`src/rtl/wordup_pkg.sv`:
```
package wordup_pkg;
  typedef enum logic [1:0] {
    PRE_IDLE = 2'd0,
    PRE_HI   = 2'd1,
    PRE_HI0  = 2'd2
  } pre_state_t;
endpackage

```
`src/rtl/wu_widen.sv`:
```
module wu_widen #(
  parameter int WORD_W   = 10,
  parameter int NARROW_W = 8
) (
  input  logic [WORD_W-1:0] raw_word,
  input  logic              narrow,
  output logic [WORD_W-1:0] wide_word,
  output logic              hi_range,
  output logic              all_zero
);
  localparam int PAD = WORD_W - NARROW_W;

  // Narrow value to full width; all-ones maps to full scale.
  function automatic logic [WORD_W-1:0] widen(input logic [NARROW_W-1:0] b);
    if (&b) return '1;
    return {b, {PAD{1'b0}}};
  endfunction

  // Any word whose top NARROW_W bits are ones counts as a high marker.
  function automatic logic in_hi(input logic [WORD_W-1:0] w);
    return &w[WORD_W-1:PAD];
  endfunction

  assign wide_word = narrow ? widen(raw_word[NARROW_W-1:0]) : raw_word;
  assign hi_range  = in_hi(wide_word);
  assign all_zero  = (wide_word == '0);

  // all-ones narrow input must yield full scale
  always_comb begin
    if (narrow && (&raw_word[NARROW_W-1:0]))
      a_r5_ff_full: assert (&wide_word);
  end
endmodule

```
`src/rtl/wu_preamble.sv`:
```
module wu_preamble
  import wordup_pkg::*;
(
  input  logic clk,
  input  logic rst_n,
  input  logic step,
  input  logic hi_word,
  input  logic zero_word,
  output logic trs_hit
);
  pre_state_t state_q, state_d;

  always_comb begin
    state_d = state_q;
    trs_hit = 1'b0;
    if (step) begin
      if (hi_word) begin
        state_d = PRE_HI;
      end else if (zero_word) begin
        unique case (state_q)
          PRE_HI:  state_d = PRE_HI0;
          PRE_HI0: begin state_d = PRE_IDLE; trs_hit = 1'b1; end
          default: state_d = PRE_IDLE;
        endcase
      end else begin
        state_d = PRE_IDLE;
      end
    end
  end

  always_ff @(posedge clk) begin
    if (!rst_n) state_q <= PRE_IDLE;
    else        state_q <= state_d;
  end

  // a nonzero, non-high word cancels a partial preamble
  a_r9_cancel: assert property (@(posedge clk) disable iff (!rst_n)
    (step && !hi_word && !zero_word) |=> (state_q == PRE_IDLE));
  // idle cycles leave the tracker alone
  a_r8_idle_hold: assert property (@(posedge clk) disable iff (!rst_n)
    !step |=> $stable(state_q));
  // a hit only follows a high word and one zero
  a_r7_hit_state: assert property (@(posedge clk) disable iff (!rst_n)
    trs_hit |-> (state_q == PRE_HI0));
endmodule

```
`src/rtl/wordup_flagger.sv`:
```
module wordup_flagger #(
  parameter int WORD_W   = 10,
  parameter int NARROW_W = 8
) (
  input  logic              clk,
  input  logic              rst_n,
  input  logic [WORD_W-1:0] in_word,
  input  logic              in_valid,
  input  logic              in_narrow,
  output logic [WORD_W-1:0] out_word,
  output logic              out_valid,
  output logic              anc_flag,
  output logic              trs_found
);
  localparam int PAD = WORD_W - NARROW_W;

  logic [WORD_W-1:0] wide_word;
  logic              hi_range;
  logic              all_zero;
  logic              trs_hit;

  wu_widen #(.WORD_W(WORD_W), .NARROW_W(NARROW_W)) widen_i (
    .raw_word (in_word),
    .narrow   (in_narrow),
    .wide_word(wide_word),
    .hi_range (hi_range),
    .all_zero (all_zero)
  );

  wu_preamble pre_i (
    .clk      (clk),
    .rst_n    (rst_n),
    .step     (in_valid),
    .hi_word  (hi_range),
    .zero_word(all_zero),
    .trs_hit  (trs_hit)
  );

  always_ff @(posedge clk) begin
    if (!rst_n) begin
      out_word  <= '0;
      out_valid <= 1'b0;
      anc_flag  <= 1'b0;
      trs_found <= 1'b0;
    end else begin
      out_valid <= in_valid;
      if (in_valid) out_word <= wide_word;
      anc_flag  <= in_valid & hi_range;
      trs_found <= trs_hit;
    end
  end

  // one-clock valid latency
  a_r2_valid_on: assert property (@(posedge clk) disable iff (!rst_n)
    in_valid |=> out_valid);
  a_r2_valid_off: assert property (@(posedge clk) disable iff (!rst_n)
    !in_valid |=> !out_valid);
  // output word holds across idle cycles
  a_r8_word_hold: assert property (@(posedge clk) disable iff (!rst_n)
    !in_valid |=> $stable(out_word));
  // flags only on valid output words
  a_r6_flag_valid: assert property (@(posedge clk) disable iff (!rst_n)
    anc_flag |-> (out_valid && (&out_word[WORD_W-1:PAD])));
  // preamble report lands on a zero word and never with a flag
  a_r7_trs_zero: assert property (@(posedge clk) disable iff (!rst_n)
    trs_found |-> (out_valid && out_word == '0));
  a_r7_exclusive: assert property (@(posedge clk) disable iff (!rst_n)
    $onehot0({anc_flag, trs_found}));
  // narrow words carry zero low bits unless full scale
  a_r4_low_zero: assert property (@(posedge clk) disable iff (!rst_n)
    (in_valid && in_narrow) |=> ((out_word[PAD-1:0] == '0) || (&out_word)));
endmodule

```
`config.mk`:
```
export PLATFORM = sky130hd
export DESIGN_NAME = wordup_flagger
export DESIGN_NICKNAME = d
export VERILOG_FILES = /design/src/rtl/wordup_pkg.sv /design/src/rtl/wu_widen.sv /design/src/rtl/wu_preamble.sv /design/src/rtl/wordup_flagger.sv
export SDC_FILE = /design/constraint.sdc
export NUM_CORES = 1
export LEC_CHECK = 0
export BUFFER_PORTS_ARGS = -buffer_cell sky130_fd_sc_hd__buf_4
export CAP_MARGIN = 20
export CORE_MARGIN = 3
export CORE_UTILIZATION = 46
export DETAILED_ROUTE_END_ITERATION = 8
export GPL_TIMING_DRIVEN = 0
export PLACE_DENSITY_LB_ADDON = 0.15
export SKIP_CTS_REPAIR_TIMING = 1
export SYNTH_ARGS = -nofsm -noshare
export SYNTH_HDL_FRONTEND = slang
export SYNTH_SLANG_ARGS = --single-unit
```
`constraint.sdc`:
```
create_clock -name clk -period 0.9 [get_ports clk]
set_input_delay 0.045 -clock clk [delete_from_list [all_inputs] [get_ports clk]]
set_output_delay 0.045 -clock clk [all_outputs]
set_load 0.02 [all_outputs]
```
==> impl_metrics.py <==
metrics = {
    "routing": {
        "via_per_inst": 5.716,
        "routed_wire_length_per_instance_um": 13.77,
        "drtAntennaViolNets": 0,
        "first_drt_pass_iteration_count": 4,
        "initialDrtViolationCount": 13,
        "post-route-drc-count": 0,
        "num_vias": 663,
        "wirelength_um": 1597,
    },
    "die": {
        "fp.dieArea_sq_mm": 0.002068,
        "initial_utilization": 0.5186,
        "die_h_um": 45.48,
        "core_sq_mm": 0.001383,
        "io_pins": 27,
        "die_width_um": 45.48,
        "fp-row-count": 13,
    },
    "yosys": {
        "postSynthRegisterBits": 15,
        "synthesized_net_count": 85,
        "post_synth_inst_count": 71,
        "netlist_area_sq_um": 716.9,
        "yosys.area_share.xor_xnor": 0,
        "syn_area_per_cell_sq_um": 10.10,
        "synthAdderAreaFrac": 0,
        "synth.yosys.seq_area_share": 0.4188,
        "yosysUniqueCellTypes": 23,
        "synth.area.mux_share": 0.09773,
        "compound_gate_fraction_of_synth_area": 0.2147,
        "synth_area_in_simple_gates": 0.2251,
        "yosys_warnings": 0,
        "synth_top_family_by_area": "simple AND/OR/NAND/NOR gates",
    },
    "clock_tree": {
        "tritoncts": "built",
        "cts_buffers": 3,
        "cts.reportedPaths.clkPinSlew_ns": 0.08,
        "clock_tree.buffer_depth": 2,
        "tritoncts_num_sinks": 15,
        "root_buf_cell": "sky130_fd_sc_hd__clkbuf_4",
        "cts-htree-levels": 1,
        "skew_pair_late_insertion_delay_ns": 0.27,
    },
    "sta": {
        "timing_max_transition_violations_final": 0,
        "setup_total_negative_slack_ns": 0,
        "final.min_clock_period_ns": 0.8542,
        "timing.final.setup_violations": 0,
        "finalHoldViolCount": 0,
        "clock-skew-final_ns": 0.00006339,
        "layout_worst_path_cycle_share": 0.9491,
        "timing.slew.headroom": 0.7145,
        "timing.fmax_mhz": 1171,
        "final.hold.worst_slack_ns": 0.1245,
        "rsz0062_at_grt": "false",
        "tightestPinTransition_ns": 0.4283,
    },
    "placed_design": {
        "gp_congestion": 0.7529,
        "portBuffers": 26,
        "place.detailed.hpwl_um": 1218,
    },
    "global_routing": {
        "antenna_found_initial": 0,
        "grtUsageMet2": 0.2981,
        "grt_util_met1": 0.2096,
        "global_route_wire_length_before_repair_um": 2608,
        "maximum_number_of_pins_on_one_net_before_global_route_repair": 11,
        "gr-usage-all-layers": 0.1760,
        "global_route.usage.met3": 0.02767,
        "top_usage_layer": "met2",
        "vias_in_the_first_global_route": 619,
        "overflow": 0,
    },
    "final_layout": {
        "multiInputGateArea_sq_um": 392.9,
        "fin_nets": 116,
        "layout.cells.most_common": "sky130_fd_sc_hd__buf_4",
        "area_growth_syn_to_layout_pct": 34.73,
        "n_antenna_cell": 0,
        "final_layout_size_suffix_gt1_frac": 0.3960,
        "num-fill-cells": 117,
        "area.sequential_sq_um": 301.5,
        "most_frequent_cells_in_the_layout": "sky130_fd_sc_hd__buf_4, sky130_fd_sc_hd__dfxtp_1, sky130_fd_sc_hd__nand2_1, sky130_fd_sc_hd__o211a_1, sky130_fd_sc_hd__mux2i_1",
    },
    "critical_path": {
        "regToRegStartpoint": "out_word[0]",
        "crit_buf_inv": 0,
        "critical_path_cell_count": 3,
        "worst_path_max_delay_cell": "sky130_fd_sc_hd__dfxtp_1",
        "ordered_list_of_cells_on_the_worst_path": "o21ai_2 -> nor4_1 -> or2_1",
        "worstSetupStartpointType": "flip-flop",
        "r2r-end": "out_word[0]",
        "path_class": "flip-flop to flip-flop",
        "timing.critical_path.arrival_ns": 1.02,
        "critical_path.max_fanout": 2,
        "cp_top_family": "flip-flops",
        "worst_setup_path_end_kind": "flip-flop",
        "number_of_cells_on_the_worst_reg_to_reg_path": 3,
        "ff2ff_setup_slack_ns": 0.05,
        "worst_path_largest_cell_delay_ns": 0.33,
        "required_time_worst_endpoint_ns": 1.07,
    },
    "power": {
        "leakage_dissipation_uw": 0.0004825,
        "areal_power_density_over_the_cells_mw_per_mm2": 1449,
        "max-vdd-ir-drop_mv": 0.9866,
    },
    "flow_run": {
        "maxCapViolCount": 0,
    },
    "min_path": {
        "hold_depth": 3,
        "min_to": "out_valid",
        "worstHoldPathType": "input port to flip-flop",
        "hold_start": "rst_n",
    },
    "outcome": {
        "outcome": "complete, no violations",
    },
}
[worst min-delay path: cells and delay by family]
family | cells | cell delay [ns]
and+or+nand+nor | 1 | 0.11
buffers and inverters | 2 | 0.21
[synth_stat cells]
library cell                number  share of area
sky130_fd_sc_hd__nand3b_1        3          0.031
sky130_fd_sc_hd__nor4_2          2          0.035
sky130_fd_sc_hd__mux2i_1         7          0.098
sky130_fd_sc_hd__inv_1           2          0.010
sky130_fd_sc_hd__a21oi_1         2          0.014
sky130_fd_sc_hd__o211a_1         8           0.11
sky130_fd_sc_hd__buf_2           1         0.0070
sky130_fd_sc_hd__nor3b_2         1          0.017
sky130_fd_sc_hd__o41ai_2         1          0.023
sky130_fd_sc_hd__clkbuf_1        2          0.010
sky130_fd_sc_hd__o31ai_2         1          0.017
sky130_fd_sc_hd__nand4_1         1         0.0087
sky130_fd_sc_hd__dfxtp_1        15           0.42
sky130_fd_sc_hd__a32oi_2         1          0.023
sky130_fd_sc_hd__o2111ai_1       1          0.012
sky130_fd_sc_hd__nor4_1          3          0.026
sky130_fd_sc_hd__or2_1           2          0.017
sky130_fd_sc_hd__nor2_1          1         0.0052
sky130_fd_sc_hd__nand2b_1        2          0.017
sky130_fd_sc_hd__o21ai_1         2          0.014
sky130_fd_sc_hd__buf_6           1          0.016
sky130_fd_sc_hd__nand2_1        11          0.058
sky130_fd_sc_hd__nor2b_1         1         0.0087
[registers in the layout (all words and copies together), names as in the netlist]
name and flops:
out_valid 1, anc_flag 1, out_word 10, trs_found 1, pre_i.state_q 2
[power by group]
part	total [uW]	internal, uW	switching [uW]
Combinational	305	144	161
Clock	379	172	207
Sequential	716	699	16.9
[per-layer routing]
metal  part of all wire  wire length [um]  vias up
met1               0.42               678      307
met4              0.018                29        0
met2               0.48               766       27
met3              0.077               123        5
li1                   -                 -      324
met5                  0                 0        -
[layout make-up]
class,instances,share of cell area
Clock buffer,4,0.02720
Timing Repair Buffer,26,0.2021
Sequential cell,15,0.3122
Buffer,4,0.02461
Inverter,2,0.007772
Multi-Input combinational cell,50,0.4067
Tap cell,15,0.01943
[cell families (layout without fill, tap and decap cells)]
family / Yosys count / after routing
muxes: 7 / 7
AOI/OAI and AO/OA: 16 / 16
DFF: 15 / 15
buffers and inverters: 6 / 36
and+or+nand+nor: 27 / 27
[how the worst max path moves through the flow]
stage / start / end / slack (ns)
after floorplan: out_word[0] / out_word[0] / 0.004
after global placement: in_word[3] / pre_i.state_q[1] / -0.06
after detailed placement: in_word[3] / pre_i.state_q[1] / -0.07
after CTS: out_word[0] / out_word[0] / 0.03
after global routing: out_word[0] / out_word[0] / 0.002
final: out_word[0] / out_word[0] / 0.05
[stage by stage]
stage,total power (uW),setup slack (ns),area [sq um],utilization,instances
3_3_place_gp,1026,-0.05895,930.9,0.6733,112
3_5_place_dp,1030,-0.06717,930.9,0.6733,112
6_report,1399,0.04583,965.9,0.6986,116
4_1_cts,1402,0.02615,957.2,0.6923,116
5_1_grt,1464,0.002032,965.9,0.6986,116
2_1_floorplan,885.8,0.004373,716.9,-,71
No activity file was read; power rests on OpenSTA's default activity.
